`config.mk`:
```
export PLATFORM = sky130hd
export DESIGN_NAME = sm3_wexp
export DESIGN_NICKNAME = d
export VERILOG_FILES = /design/src/rtl/sm3_wexp_pkg.sv /design/src/rtl/sm3_wexp_ctrl.sv /design/src/rtl/sm3_wexp_datapath.sv /design/src/rtl/sm3_wexp.sv
export SDC_FILE = /design/constraint.sdc
export NUM_CORES = 1
export LEC_CHECK = 0
export BUFFER_PORTS_ARGS = -buffer_cell sky130_fd_sc_hd__buf_2
export CORE_AREA = 5 5 197 199
export CTS_BUF_LIST = sky130_fd_sc_hd__clkbuf_2
export DETAILED_ROUTE_END_ITERATION = 16
export DIE_AREA = 0 0 202 204
export PLACE_DENSITY = 0.69
export SETUP_SLACK_MARGIN = 0.2
export SLEW_MARGIN = 30
export SYNTH_ARGS = -nofsm -noshare
export SYNTH_HDL_FRONTEND = slang
export SYNTH_SLANG_ARGS = --single-unit
```
`constraint.sdc`:
```
create_clock -name clk -period 22.9 [get_ports clk]
set_input_delay 3.435 -clock clk [delete_from_list [all_inputs] [get_ports clk]]
set_output_delay 3.435 -clock clk [all_outputs]
set_load 0.005 [all_outputs]
```
`src/rtl/sm3_wexp_pkg.sv`:
```
package sm3_wexp_pkg;
  localparam int WORD_W = 32;
  localparam int LANES  = 4;
  localparam int VEC_W  = WORD_W * LANES;

  // rotate amounts of the two steps
  localparam int PRE_ROT   = 15;
  localparam int P1_ROT_LO = 15;
  localparam int P1_ROT_HI = 23;
  localparam int FIN_ROT   = 7;
  localparam int FIX_ROT0  = 6;
  localparam int FIX_ROT1  = 15;
  localparam int FIX_ROT2  = 30;

  typedef logic [WORD_W-1:0] word_t;

  typedef struct packed {
    logic load;    // capture the datapath result
    logic finish;  // select the finish step
  } ctrlStrobes_t;

  function automatic word_t rotl(input word_t x, input int unsigned n);
    int unsigned k;
    k = n % WORD_W;
    if (k == 0) return x;
    return (x << k) | (x >> (WORD_W - k));
  endfunction

  function automatic word_t permP1(input word_t x);
    return x ^ rotl(x, P1_ROT_LO) ^ rotl(x, P1_ROT_HI);
  endfunction
endpackage

```
`src/rtl/sm3_wexp_ctrl.sv`:
```
module sm3_wexp_ctrl
  import sm3_wexp_pkg::*;
(
  input  logic         clk,
  input  logic         rstN,
  input  logic         inValid,
  input  logic         outReady,
  input  logic         opSel,
  output logic         inReady,
  output logic         outValid,
  output ctrlStrobes_t strobe
);
  logic heldQ;
  logic fire;

  assign inReady       = !heldQ;
  assign fire          = inValid && inReady;
  assign strobe.load   = fire;
  assign strobe.finish = opSel;
  assign outValid      = heldQ;

  always_ff @(posedge clk) begin
    if (!rstN)         heldQ <= 1'b0;
    else if (fire)     heldQ <= 1'b1;
    else if (outReady) heldQ <= 1'b0;
  end
endmodule

```
`src/rtl/sm3_wexp_datapath.sv`:
```
module sm3_wexp_datapath
  import sm3_wexp_pkg::*;
(
  input  logic             clk,
  input  ctrlStrobes_t     strobe,
  input  logic [VEC_W-1:0] srcA,
  input  logic [VEC_W-1:0] srcB,
  input  logic [VEC_W-1:0] srcC,
  output logic [VEC_W-1:0] result
);
  localparam int TOP = LANES - 1;

  word_t aW [LANES];
  word_t bW [LANES];
  word_t cW [LANES];
  word_t preTmp [LANES];
  word_t finBase [LANES];
  logic [VEC_W-1:0] preVec;
  logic [VEC_W-1:0] finVec;
  logic [VEC_W-1:0] resultQ;

  for (genvar j = 0; j < LANES; j++) begin : g_lane
    assign aW[j] = srcA[j*WORD_W +: WORD_W];
    assign bW[j] = srcB[j*WORD_W +: WORD_W];
    assign cW[j] = srcC[j*WORD_W +: WORD_W];

    if (j < TOP) begin : g_preRot
      assign preTmp[j] = aW[j] ^ cW[j] ^ rotl(bW[j], PRE_ROT);
    end else begin : g_preTop
      assign preTmp[j] = aW[j] ^ cW[j];
    end
    assign preVec[j*WORD_W +: WORD_W] = permP1(preTmp[j]);

    assign finBase[j] = rotl(bW[j], FIN_ROT) ^ cW[j] ^ aW[j];
    if (j == TOP) begin : g_finFix
      assign finVec[j*WORD_W +: WORD_W] = finBase[j]
        ^ rotl(finBase[0], FIX_ROT0) ^ rotl(finBase[0], FIX_ROT1)
        ^ rotl(finBase[0], FIX_ROT2);
    end else begin : g_finPlain
      assign finVec[j*WORD_W +: WORD_W] = finBase[j];
    end
  end

  always_ff @(posedge clk) begin
    if (strobe.load) resultQ <= strobe.finish ? finVec : preVec;
  end

  assign result = resultQ;
endmodule

```
`src/rtl/sm3_wexp.sv`:
```
module sm3_wexp
  import sm3_wexp_pkg::*;
(
  input  logic             clk,
  input  logic             rstN,
  input  logic             inValid,
  output logic             inReady,
  input  logic             opSel,
  input  logic [VEC_W-1:0] srcA,
  input  logic [VEC_W-1:0] srcB,
  input  logic [VEC_W-1:0] srcC,
  output logic             outValid,
  input  logic             outReady,
  output logic [VEC_W-1:0] result
);
  ctrlStrobes_t strobe;

  sm3_wexp_ctrl u_ctrl (
    .clk(clk), .rstN(rstN), .inValid(inValid), .outReady(outReady),
    .opSel(opSel), .inReady(inReady), .outValid(outValid), .strobe(strobe)
  );

  sm3_wexp_datapath u_dp (
    .clk(clk), .strobe(strobe), .srcA(srcA), .srcB(srcB), .srcC(srcC),
    .result(result)
  );
endmodule

```
Yosys cells after proc, flatten, opt, wreduce, memory -nomap -nowiden
Cells that the tools add are included.
W data, S select, Z words.
{ "classes": {"bitwise_logic": 44, "n_div": 0, "n_reduce_logical": 3, "n_addsub": 0, "n_mul": 0, "order_cmp": 0, "n_eq_ne": 0, "n_shift": 0, "mux": 3} }
{ "op_table": {"columns": ["cell", "count"], "rows": [
  ["$xor A32 B32 Y32", 26],
  ["$or A32 B15 Y32", 8],
  ["$mux W128", 1],
  ["$or A32 B23 Y32", 4],
  ["$or A32 B7 Y32", 4],
  ["$or A32 B30 Y32", 1],
  ["$or A32 B6 Y32", 1],
  ["$mux W1", 2],
  ["$reduce_bool A2 Y1", 1],
  ["$logic_and A1 B1 Y1", 1],
  ["$logic_not A1 Y1", 1]
]} }
{ "word_totals": {"latch_bits": 0, "rom_bits": 0, "output_inout_bits": 130, "mem_bits_rw": 0, "wordCells": 52, "input_bits": 389, "ff_bits": 129, "n_memories": 0} }

Depth between registers and ports, before layout
{ "logic_depth": {"word_depth": 8, "mapped_depth": 6, "depth_no_buf": 5} }

Hierarchy
Synthesis repeated with hierarchy kept, for this count alone.
{ "unflattened": {"cells_unflattened": 1092, "area_unflattened_um2": 12375.6} }
{ "by_module_without_submodules": {"columns": ["mod", "area_each_um2", "cells_per_inst", "seq_area_each_um2", "n_inst"], "rows": [
  ["sm3_wexp_datapath", 12316.8, 1085, 3843.7, 1],
  ["sm3_wexp_ctrl", 58.8, 7, 20.0, 1]
]} }

Worst setup path after synthesis
Ideal clock, no wire load.
{ "synth_path": {"kind": "input to register", "startpoint": "input inValid", "endpoint": "register u_dp.resultQ[0], in the netlist u_dp.result[0] (enable)", "stages": 1, "n_path_buf": 0, "slack_ns": 13.285, "required_time_ns": 22.268, "arrival_time_ns": 8.983, "setup_ns": 0.632, "cell_sequence": "nor2b_1"} }
{ "synth_between": {"elab_chain_len": 1} }
{ "synth_lines": {"columns": ["element", "line_no", "text"], "rows": [
  ["start: declaration", "sm3_wexp.sv:6", "input logic inValid,"],
  ["$logic_and A1 B1 Y1", "sm3_wexp_ctrl.sv:17", "assign fire = inValid && inReady;"],
  ["end signal: assignment", "sm3_wexp_datapath.sv:45", "if (strobe.load) resultQ <= strobe.finish ? finVec : preVec;"],
  ["end: declaration", "sm3_wexp_datapath.sv:20", "logic [VEC_W-1:0] resultQ;"]
]} }
No other way between the ends.
A chain may end at the register's enable or synchronous reset.

Final worst setup path
{ "layout_path": {"startpoint": "input opSel", "endpoint": "register u_dp.resultQ[32], in the netlist u_dp.result[32] (data pin)"} }
{ "layout_between": {"elab_chain_len": 1} }
{ "layout_lines": {"columns": ["element", "line_no", "text"], "rows": [
  ["start: declaration", "sm3_wexp.sv:8", "input logic opSel,"],
  ["$mux W128", "sm3_wexp_datapath.sv:45", null]
]} }
No other way between the ends.

==> results_dict.tcl <==
set metrics [dict create \
    status "completed" \
    ys_types 26 \
    yosys_warnings 0 \
    critPathMaxStageDelay_ns 0.79 \
    antenna_found_initial 6 \
    htreeDepth 4 \
    final_nets 1990 \
    vias_per_cell 4.57 \
    syn-num-nets 1476 \
    drc 0 \
    drt_wl_total_um 40400 \
    setup_tns_ns 0 \
    arrival_ns 5.49 \
    gp_congestion 0.932 \
    path_clk_slew_ns 0.22 \
    startpoint_type "primary input" \
    reg2reg_slack_ns 20.36 \
    crit_required_ns 23.46 \
    synthTopCellsByCount "416 x xnor2_1, 199 x xor2_1, 128 x edfxtp_1, 77 x nand2_1, 72 x o21ai_0" \
    fin_crit_sh_pct 21.5 \
    grt_pass1_wl_um 59200 \
    die_w_um 202 \
    rsz0062_at_grt "false" \
    holdCritPathClass "flip-flop to flip-flop" \
    path_cells "buf_8 > buf_4 > o21ai_0 > xnor2_1" \
    synth_area_leaders "edfxtp_1 31%, xnor2_1 30%, xor2_1 14%, xnor3_1 8.6%, xor3_1 4.1%" \
    leakagePower_nw 6.80 \
    timing_worst_setup_path_type "primary input to flip-flop" \
    hold_viol 0 \
    final-setup-viol-count 0 \
    cts_buffers 17 \
    grt_pass1_vias 10200 \
    synth_edf_count 128 \
    coreArea_um2 37000 \
    areaGrowthSynthToFinish_pct 27.5 \
    synthArstFlopShare_pct 0 \
    fin_crit_ns 4.93 \
    cts-resized-gates 0 \
    yosysTopAreaCell "edfxtp_1" \
    vdd_drop_max_v 0.0000315 \
    crit_slowest_cell "buf_4" \
    rows 71 \
    synth_ff_type "edfxtp_1" \
    syn_area_um2 12200 \
    die_y_um 204 \
    endpoint_kind "flip-flop" \
    grt_max_degree 143 \
    drv_slew 0 \
    ys_seq_elements 129 \
    avgSynthCellArea_um2 11.3 \
    cp_max_fo 142 \
    yosysMostFrequentCell "xnor2_1" \
    worst_slew_pin_slew_ns 0.971 \
    fmax_mhz 203 \
    drv_cap 0 \
    drt_pass1_iterations 5 \
    portBuffers 518 \
    finalPower_w 0.000995 \
    slew_headroom_pct 35.3 \
    nFillCells 3624 \
    cts-root-buf "clkbuf_2" \
    cts_tree "yes" \
    cts_hold_buf 0 \
    clock_insertion_delay_worst_skew_ns 0.79 \
    io_pins 519 \
    critPathTopFamily "buffers and inverters" \
    fin_skew_ns 0.0216 \
    grt_overflow 0 \
    post_cts_buffers 0 \
    vias 9562 \
    hpwl_um 33700 \
    gr-usage-all-layers_pct 19.0 \
    cts.path.max_buffers 2 \
    path_buf_inv 2 \
    drive_gt1_share_pct 34.9 \
    die_area_um2 41200 \
    initial_core_util_pct 33.1 \
    pwr_density_cell_nw_per_um2 63.7 \
    syn_inst 1087 \
    ys_seq_area_share_pct 31.5 \
    wl_per_cell_um 19.3 \
    cts_sinks 129 \
    antenna_left 0 \
    synth_top_area_share_pct 31.4 \
    first_iter_violations 406 \
]
-- layout by cell type, fill, tap and decap left out, drive strengths merged, types with 3 or more instances in the layout --
cell        n
a21oi      30
buf       522
clkbuf     17
clkinv     10
clkinvlp    3
diode       3
edfxtp    128
mux2i      20
nand2      77
nor2       31
o21ai      75
xnor2     420
xnor3      48
xor2      201
xor3       22
-- where the power goes --
part | switching [W] | internal (W) | leakage, nW
logic | 0.000252 | 0.000258 | 5.43
clock network | 0.000105 | 0.0000490 | 0.135
registers | 0.0000120 | 0.000320 | 1.23
total | 0.000369 | 0.000627 | 6.80
-- final timing paths --
| path | start | end | cells after the start |
|---|---|---|---|
| max reg2reg | u_ctrl.outValid | u_dp.result[29] | 3 |
| max | opSel | u_dp.result[32] | 4 |
| min | u_ctrl.outValid | u_ctrl.outValid | 2 |
| min reg2reg | u_ctrl.outValid | u_ctrl.outValid | 2 |
-- logic make-up (layout without fill, tap and decap cells) --
group	Yosys count	count (layout)	share of synthesized area, %
other cells	0	3	0
xor+xnor	691	691	57.9
simple gates	110	110	3.41
mux	22	22	1.85
flops	129	129	31.5
compound gates	107	107	4.43
buf+inv	28	555	0.868
-- layer usage --
layer / global-route usage [%] / up-vias / wire [um]
li1: - / 4618 / -
met1: 20.8 / 4478 / 15000
met2: 34.6 / 412 / 20800
met3: 6.52 / 48 / 3610
met4: 5.79 / 6 / 884
met5: 0 / - / 46
-- metrics by stage --
step | hold slack (ns) | setup WS (ns) | cell area, um2 | utilization [%] | instances
CTS | 0.648 | 17.83 | 15600 | 42.1 | 2088
global placement | 0.584 | 17.14 | 15400 | 41.5 | 2056
floorplan | 0.532 | 13.29 | 12200 | - | 1087
finish | 0.644 | 17.97 | 15600 | 42.2 | 2091
global route | 0.695 | 17.76 | 15600 | 42.1 | 2090
detailed placement | 0.599 | 17.16 | 15400 | 41.5 | 2056
-- cell type report --
type | instances | area, um2 | area share, %
Clock inverter | 15 | 145 | 0.929
Tap cell | 474 | 593 | 3.80
Sequential cell | 129 | 3860 | 24.7
Multi-Input combinational cell | 930 | 8290 | 53.1
Timing Repair Buffer | 522 | 2630 | 16.9
Antenna cell | 3 | 7.51 | 0.0481
Clock buffer | 17 | 85.1 | 0.545
Inverter | 1 | 3.75 | 0.0240
-- sequential cells by signal, summed over array words and instances (netlist names) --
name / flops
u_ctrl.outValid: 1
u_dp.result: 128
-- tightest hold or removal path: stages, from the launching register on --
cell	delay (ns)
dfxtp_1	0.41
nand2_1	0.08
o211a_1	0.14
No activity file was read; power rests on OpenSTA's default activity.
